==> src/rtl/sdh_evt_pkg.sv <==
package sdh_evt_pkg;
    localparam int DW     = 32;
    localparam int CODE_W = 2;
    localparam int BUF_W  = 8;
    localparam int N_IRQ  = 9;
    localparam int N_WAKE = 3;

    localparam logic [DW-1:0] STICKY_MASK = 32'hC000_782F;
    localparam logic [DW-1:0] ERR_MASK    = 32'h0000_002F;
    localparam logic [DW-1:0] EN_MASK     = 32'h0007_F01F;
    localparam logic [DW-1:0] IRQ_EN_MASK = 32'h0000_F01F;
    localparam logic [DW-1:0] WK_EN_MASK  = 32'h0007_0000;

    localparam int ST_INS     = 31;
    localparam int ST_REM     = 30;
    localparam int ST_SDIO    = 14;
    localparam int ST_CMDEND  = 13;
    localparam int ST_WRDONE  = 12;
    localparam int ST_RDDONE  = 11;
    localparam int CODE_LSB   = 9;
    localparam int ST_WCRC    = 2;
    localparam int ST_WRRDY   = 6;
    localparam int ST_RDRDY   = 7;
    localparam int ST_BUF_LSB = 24;

    localparam int EN_RDOP  = 0;
    localparam int EN_WROP  = 1;
    localparam int EN_CMD   = 2;
    localparam int EN_BUFWR = 3;
    localparam int EN_BUFRD = 4;
    localparam int EN_DAT0  = 12;
    localparam int EN_SDIO  = 13;
    localparam int EN_REM   = 14;
    localparam int EN_INS   = 15;
    localparam int WK_REM   = 16;
    localparam int WK_INS   = 17;
    localparam int WK_SDIO  = 18;

    typedef enum logic {
        SEL_STATUS = 1'b0,
        SEL_ENABLE = 1'b1
    } reg_sel_e;
endpackage

==> src/rtl/sdh_sticky_bank.sv <==
module sdh_sticky_bank #(
    parameter int              W    = 32,
    parameter logic [W-1:0]    MASK = '1
) (
    input  logic         clk,
    input  logic         rst_n,
    input  logic [W-1:0] set_i,
    input  logic [W-1:0] clr_i,
    output logic [W-1:0] q_o
);
    logic [W-1:0] q_d;

    // A set in the same cycle as a clear keeps the bit high.
    always_comb begin
        q_d = ((q_o & ~clr_i) | set_i) & MASK;
    end

    always_ff @(posedge clk or negedge rst_n) begin
        if (!rst_n) q_o <= '0;
        else        q_o <= q_d;
    end
endmodule

==> src/rtl/sdh_code_cap.sv <==
module sdh_code_cap #(
    parameter int W = 2
) (
    input  logic         clk,
    input  logic         rst_n,
    input  logic         cap_i,
    input  logic [W-1:0] code_i,
    output logic [W-1:0] code_o
);
    always_ff @(posedge clk or negedge rst_n) begin
        if (!rst_n)     code_o <= '0;
        else if (cap_i) code_o <= code_i;
    end
endmodule

==> src/rtl/sdh_irq_comb.sv <==
module sdh_irq_comb #(
    parameter int N_IRQ  = 9,
    parameter int N_WAKE = 3
) (
    input  logic              clk,
    input  logic              rst_n,
    input  logic [N_IRQ-1:0]  irq_src_i,
    input  logic [N_IRQ-1:0]  irq_en_i,
    input  logic [N_WAKE-1:0] wk_src_i,
    input  logic [N_WAKE-1:0] wk_en_i,
    output logic              irq_o,
    output logic              wake_o
);
    logic [N_IRQ-1:0]  irq_hit;
    logic [N_WAKE-1:0] wk_hit;

    for (genvar i = 0; i < N_IRQ; i++) begin : g_irq
        assign irq_hit[i] = irq_src_i[i] & irq_en_i[i];
    end
    for (genvar j = 0; j < N_WAKE; j++) begin : g_wk
        assign wk_hit[j] = wk_src_i[j] & wk_en_i[j];
    end

    always_ff @(posedge clk or negedge rst_n) begin
        if (!rst_n) begin
            irq_o  <= 1'b0;
            wake_o <= 1'b0;
        end else begin
            irq_o  <= |irq_hit;
            wake_o <= |wk_hit;
        end
    end
endmodule

==> src/rtl/sdh_evt_agg.sv <==
module sdh_evt_agg
    import sdh_evt_pkg::*;
(
    input  logic              clk,
    input  logic              rst_n,
    input  logic [DW-1:0]     ev_i,
    input  logic [CODE_W-1:0] wcrc_code_i,
    input  logic [BUF_W-1:0]  buf_i,
    input  logic              dat0_i,
    input  logic              wr_en,
    input  logic              wr_sel,
    input  logic [DW-1:0]     wr_data,
    input  logic              rd_sel,
    output logic [DW-1:0]     rd_data,
    output logic              irq_o,
    output logic              wake_o,
    output logic              err_any_o
);
    logic [DW-1:0]     sticky_q;
    logic [DW-1:0]     clr_vec;
    logic [DW-1:0]     en_q;
    logic [DW-1:0]     live_word;
    logic [DW-1:0]     status_word;
    logic [CODE_W-1:0] code_q;
    logic [N_IRQ-1:0]  irq_src, irq_en;
    logic [N_WAKE-1:0] wk_src, wk_en;

    assign clr_vec = (wr_en && (wr_sel == SEL_STATUS)) ? wr_data : '0;

    sdh_sticky_bank #(.W(DW), .MASK(STICKY_MASK)) u_bank (
        .clk   (clk),
        .rst_n (rst_n),
        .set_i (ev_i),
        .clr_i (clr_vec),
        .q_o   (sticky_q)
    );

    sdh_code_cap #(.W(CODE_W)) u_code (
        .clk    (clk),
        .rst_n  (rst_n),
        .cap_i  (ev_i[ST_WCRC]),
        .code_i (wcrc_code_i),
        .code_o (code_q)
    );

    always_ff @(posedge clk or negedge rst_n) begin
        if (!rst_n)                              en_q <= '0;
        else if (wr_en && (wr_sel == SEL_ENABLE)) en_q <= wr_data & EN_MASK;
    end

    always_comb begin
        live_word = '0;
        live_word[ST_WRRDY] = buf_i[0];
        live_word[ST_RDRDY] = buf_i[1];
        live_word[ST_BUF_LSB +: BUF_W-2] = buf_i[BUF_W-1:2];
        status_word = sticky_q | live_word;
        status_word[CODE_LSB +: CODE_W] = code_q;
    end

    assign rd_data   = (rd_sel == SEL_ENABLE) ? en_q : status_word;
    assign err_any_o = |(sticky_q & ERR_MASK);

    assign irq_src = {sticky_q[ST_INS], sticky_q[ST_REM], sticky_q[ST_SDIO], dat0_i,
                      buf_i[1], buf_i[0], sticky_q[ST_CMDEND], sticky_q[ST_WRDONE],
                      sticky_q[ST_RDDONE]};
    assign irq_en  = {en_q[EN_INS], en_q[EN_REM], en_q[EN_SDIO], en_q[EN_DAT0],
                      en_q[EN_BUFRD], en_q[EN_BUFWR], en_q[EN_CMD], en_q[EN_WROP],
                      en_q[EN_RDOP]};
    assign wk_src  = {sticky_q[ST_SDIO], sticky_q[ST_INS], sticky_q[ST_REM]};
    assign wk_en   = {en_q[WK_SDIO], en_q[WK_INS], en_q[WK_REM]};

    sdh_irq_comb #(.N_IRQ(N_IRQ), .N_WAKE(N_WAKE)) u_irq (
        .clk       (clk),
        .rst_n     (rst_n),
        .irq_src_i (irq_src),
        .irq_en_i  (irq_en),
        .wk_src_i  (wk_src),
        .wk_en_i   (wk_en),
        .irq_o     (irq_o),
        .wake_o    (wake_o)
    );
endmodule

==> config.mk <==
export PLATFORM = sky130hd
export DESIGN_NAME = sdh_evt_agg
export DESIGN_NICKNAME = d
export VERILOG_FILES = /design/src/rtl/sdh_evt_pkg.sv /design/src/rtl/sdh_sticky_bank.sv /design/src/rtl/sdh_code_cap.sv /design/src/rtl/sdh_irq_comb.sv /design/src/rtl/sdh_evt_agg.sv
export SDC_FILE = /design/constraint.sdc
export NUM_CORES = 1
export LEC_CHECK = 0
export BUFFER_PORTS_ARGS = -buffer_cell sky130_fd_sc_hd__buf_2
export CORE_MARGIN = 3
export CORE_UTILIZATION = 30
export DETAILED_ROUTE_END_ITERATION = 12
export PLACE_DENSITY = 0.74
export SLEW_MARGIN = 20
export SYNTH_ARGS = -nofsm -noshare
export SYNTH_HDL_FRONTEND = slang
export SYNTH_SLANG_ARGS = --single-unit
==> constraint.sdc <==
create_clock -name clk -period 1.35 [get_ports clk]
set_input_delay 0.0675 -clock clk [delete_from_list [all_inputs] [get_ports clk]]
set_output_delay 0.0675 -clock clk [all_outputs]
set_load 0.1 [all_outputs]
Word level (Yosys, flattened, before mapping)
Cells that the tools add are included.
Widths: inputs -> output; s select.

storage, ports and cells
  flip-flop bits (word level) = 27
  input bits = 80
  output and inout bits = 35
  logic and storage cells = 29

cells by class
  multiplexer cells = 2
  bitwise operators = 17
  reduce and logical (&&, ||, !) cells = 5

operators by type and width
  operator           count
  $mux 32            2
  $and 32x32->32     1
  $not 32->32        1
  $or 32x30->32      1
  $or 32x32->32      1
  $and 1x1->1        12
  $reduce_or 9->1    1
  $reduce_or 5->1    1
  $reduce_or 3->1    1
  $logic_and 1x1->1  2
  $not 1->1          1

Logic depth before layout (Yosys ltp)
  depth after elaboration = 6
  mapped depth = 4
  gate-level depth less buffers = 3

Modules after synthesis
A second synthesis with hierarchy kept.

second synthesis, totals
  cell total of the unflattened synthesis = 176
  area total of the unflattened synthesis = 1,710.4 um^2

modules (own cells, without submodules)
  module           times used  cells an instance  area an instance (um^2)
  sdh_evt_agg      1           108                967.2
  sdh_sticky_bank  1           55                 560.5
  sdh_irq_comb     1           9                  110.1
  sdh_code_cap     1           4                  72.6

Worst setup path after synthesis
Ideal clock, no wire load.

  path kind = register to output
  start = reg u_bank.q_o[30]
  end = out rd_data[30]
  arrival = 1.717 ns
  setup slack = -0.435 ns
  cell stages (with the launch flop) = 2
  path buffers = 0
  cells stage by stage = dfrtp_1 nor2b_1

on the way
  cells in the longest elaborated chain, start to end = 2

ends and longest elaborated chain
  element                 RTL line               text
  from (decl)             sdh_sticky_bank.sv:9   output logic [W-1:0] q_o
  from (signal assigned)  sdh_sticky_bank.sv:20  else q_o <= q_d;
  $or 32x30->32           sdh_evt_agg.sv:56      status_word = sticky_q | live_word;
  $mux 32                 sdh_evt_agg.sv:60      assign rd_data = (rd_sel == SEL_ENABLE) ? en_q : status_word;
  to (decl)               sdh_evt_agg.sv:14      output logic [DW-1:0] rd_data,

No other way between the ends.

Worst setup path after layout
  start = reg en_q[0]
  end = out rd_data[0]

on the way
  cells in the longest elaborated chain, start to end = 1

ends and longest elaborated chain
  element                 RTL line           text
  from (decl)             sdh_evt_agg.sv:21  logic [DW-1:0] en_q;
  from (signal assigned)  sdh_evt_agg.sv:48  else if (wr_en && (wr_sel == SEL_ENABLE)) en_q <= wr_data & EN_MASK;
  $mux 32                 sdh_evt_agg.sv:60

No other way between the ends.

==> results.md <==
- Largest net degree at the start of global routing: 28
- Worst EP required: 1.28 ns
- Worst vdd ir: 0.658 mV
- First-pass GRT wire length: 5570 µm
- Post-Syn Instances: 113
- Crit path capture type: output port
- Worst r2r src: en_q[3]
- Pwr dens: 1190 nW/µm²
- Post-Synthesis Cell Area: 1320 µm²
- Measured slew at the worst slew-check pin: 0.610 ns
- YS warnings: 0
- Min Tclk post-route: 1.30 ns
- # rows: 23
- WHS Endpoint: en_q[15]
- Initial Util: 0.321
- Initial antenna violation count: 0
- Die W: 72.3 µm
- Fin. Hold Viols: 0
- DR DRC count: 0
- H-Tree Depth: 1
- Syn_area_per_cell: 11.7 µm²
- Hold Path Origin: wr_data[15]
- Clock power frac: 0.178
- Slew HR: 0.593
- IO Pins: 115
- Number of global-route vias before repair: 1,211
- Max clock buf depth: 2
- DPL Wire Length: 2630 µm
- Vias/cell: 4.62
- Port bufs: 71
- Register area share after synthesis: 0.512
- 1st-pass router iterations: 4
- Crit path launch type: flip-flop
- Final core utilization: 0.518
- Worst-path fanout max: 3
- WL met3: 315 µm
- Crit path DAT: 1.23 ns
- Final Routed Wirelength: 3400 µm
- Pint: 0.00146 W
- Gr ovfl total: 0
- RSZ-0062 raised after global routing: false
- Hold WS: 0.0269 ns
- Final #Nets: 277
- Switching power: 0.00108 W
- Core ar.: 4120 µm²
- Top Metal Used: met4
- Die height: 72.3 µm
- CTS tree: built
- WL met2: 1640 µm
- Pins Over Slew Limit: 0
- Critical path type: flip-flop to output port
- Worst hold path class: primary input to flip-flop
- Total GRT Usage: 0.133
- Via count: 1,136
- Yosys reg bits: 27
- Tcrit/Tclk final: 0.965
- Seq pwr share: 0.373
- Switching Fraction: 0.426
- Initial DRC count: 44
- Worst-skew pair later-pin latency: 0.26 ns
- CP startpoint: en_q[0]
- Wire per inst: 13.8 µm
- Area growth syn-to-layout: 61.5%
- Part of the power in combinational logic: 0.448
- CTS root buf: clkbuf_8
- Worst-path clk slew: 0.09 ns
- Post-DP Area: 1960 µm²
- RePlAce Congestion: 0.736
- Status: finished, final reports clean
- Hold depth: 2
- Clock Skew: 0.000745 ns
- Total negative setup slack: 0 ns
- Layout cells sized above 1: 0.515
- Pleak: 0.962 nW
- R2R Setup Slk: 0.28 ns
- Final Instance Area: 2130 µm²
- Max_cap viols: 0
- Final ANT Viol Nets: 0
- Met1 WL: 1440 µm
- Die area: 5230 µm²
- Worst reg2reg path depth: 3
- Peak Freq: 0.768 GHz
- Clk sinks: 27
- Ant. Diodes: 0
- CTS Buf Count: 3
- Reg-to-Reg End: u_irq.irq_o
- Setup Viol. Count Final: 0
- Post-synthesis cell type count: 21
==> power groups by stage <==
| stage | Combinational (W) | Clock, W | Sequential (W) |
|---|---|---|---|
| final | 0.00114 | 0.000453 | 0.000950 |
| after global routing | 0.00118 | 0.000505 | 0.000965 |
| after CTS | 0.00114 | 0.000470 | 0.000951 |
| after detailed placement | 0.00111 | 0 | 0.000967 |
| after global placement | 0.00111 | 0 | 0.000964 |
| after floorplan | 0.000780 | 0 | 0.000986 |
==> cell families after synthesis <==
logic type / after synthesis / share of synthesized area
and+or+nand+nor: 36 / 0.143
DFF: 27 / 0.512
buffers and inverters: 12 / 0.0635
muxes: 21 / 0.182
AOI/OAI and AO/OA: 16 / 0.0967
other: 1 / 0.00284
==> cells in the mapped netlist <==
| library cell | n | share of area |
|---|---|---|
| nor3_1 | 1 | 0.0038 |
| a22o_1 | 1 | 0.0066 |
| buf_6 | 1 | 0.0085 |
| nand3_1 | 1 | 0.0038 |
| and2b_1 | 1 | 0.0057 |
| nor2b_1 | 14 | 0.066 |
| buf_4 | 8 | 0.045 |
| a22oi_1 | 1 | 0.0057 |
| a221oi_1 | 1 | 0.0066 |
| nand2_1 | 13 | 0.037 |
| clkbuf_1 | 1 | 0.0028 |
| a222oi_1 | 2 | 0.015 |
| mux2_2 | 20 | 0.17 |
| inv_1 | 1 | 0.0028 |
| and2_1 | 5 | 0.024 |
| mux2_4 | 1 | 0.011 |
| nor2_1 | 1 | 0.0028 |
| a21o_1 | 11 | 0.063 |
| buf_2 | 1 | 0.0038 |
| conb_1 | 1 | 0.0028 |
| dfrtp_1 | 27 | 0.51 |
==> flip-flops by register name, indices dropped and copies added, names as in the netlist <==
signal and cells:
u_code.code_o 2, u_irq.wake_o 1, en_q 12, u_irq.irq_o 1
u_bank.q_o 11
==> worst max path at each step <==
| stage | depth (start not counted) | endpoint |
|---|---|---|
| 3_3_place_gp | 4 | rd_data[14] |
| 6_report | 2 | rd_data[0] |
| 3_5_place_dp | 4 | rd_data[14] |
| 2_1_floorplan | 3 | rd_data[27] |
| 4_1_cts | 3 | err_any_o |
| 5_1_grt | 2 | rd_data[13] |
==> worst max-delay path: stages, from the launching register on <==
cell and delay (ns):
dfrtp_1 0.41, mux2_2 0.28, clkbuf_4 0.28
==> cell type report <==
class	count	area [µm²]
Fill cell	375	1980
Timing Repair Buffer	85	759
Sequential cell	27	676
Multi-Input combinational cell	79	584
Tap cell	50	62.6
Clock buffer	3	41.3
Clock inverter	1	5.00
Inverter	1	3.75
==> metrics by stage <==
step,cells,setup WS [ns],power (W)
finish,246,0.0477,0.00254
global route,246,0.000304,0.00265
CTS,246,0.0164,0.00256
detailed placement,231,0.248,0.00208
global placement,231,0.260,0.00207
floorplan,118,-0.424,0.00177
==> layout by cell type (no fill, tap or decap) <==
| cell | n |
|---|---|
| nor3_1 | 1 |
| a22oi_1 | 1 |
| clkinv_2 | 1 |
| dfrtp_1 | 27 |
| buf_4 | 3 |
| nand3_1 | 1 |
| nor2_1 | 1 |
| buf_12 | 17 |
| a221oi_1 | 1 |
| nor2b_2 | 2 |
| buf_6 | 1 |
| inv_1 | 1 |
| clkbuf_4 | 4 |
| nand2_1 | 13 |
| and2_1 | 5 |
| mux2_4 | 1 |
| and2b_1 | 1 |
| conb_1 | 6 |
| a222oi_1 | 2 |
| nor2b_1 | 12 |
| mux2_2 | 20 |
| dlygate4sd3_1 | 11 |
| a21o_1 | 11 |
| clkbuf_8 | 3 |
| buf_2 | 49 |
| a22o_1 | 1 |
==> layer usage <==
metal | GRT usage | vias to the layer above
met4 | 0.0251 | 0
met3 | 0.0388 | 2
li1 | - | 542
met2 | 0.231 | 57
met5 | 0 | -
met1 | 0.165 | 535
==> what timing repair did <==
item	CTS	global route
gates resized for setup	0	7
setup endpoints to repair	0	5
setup buffers	0	0
hold endpoints to repair	37	0
hold buffers	11	0
Note: power is estimated with default switching activity, not from simulation.
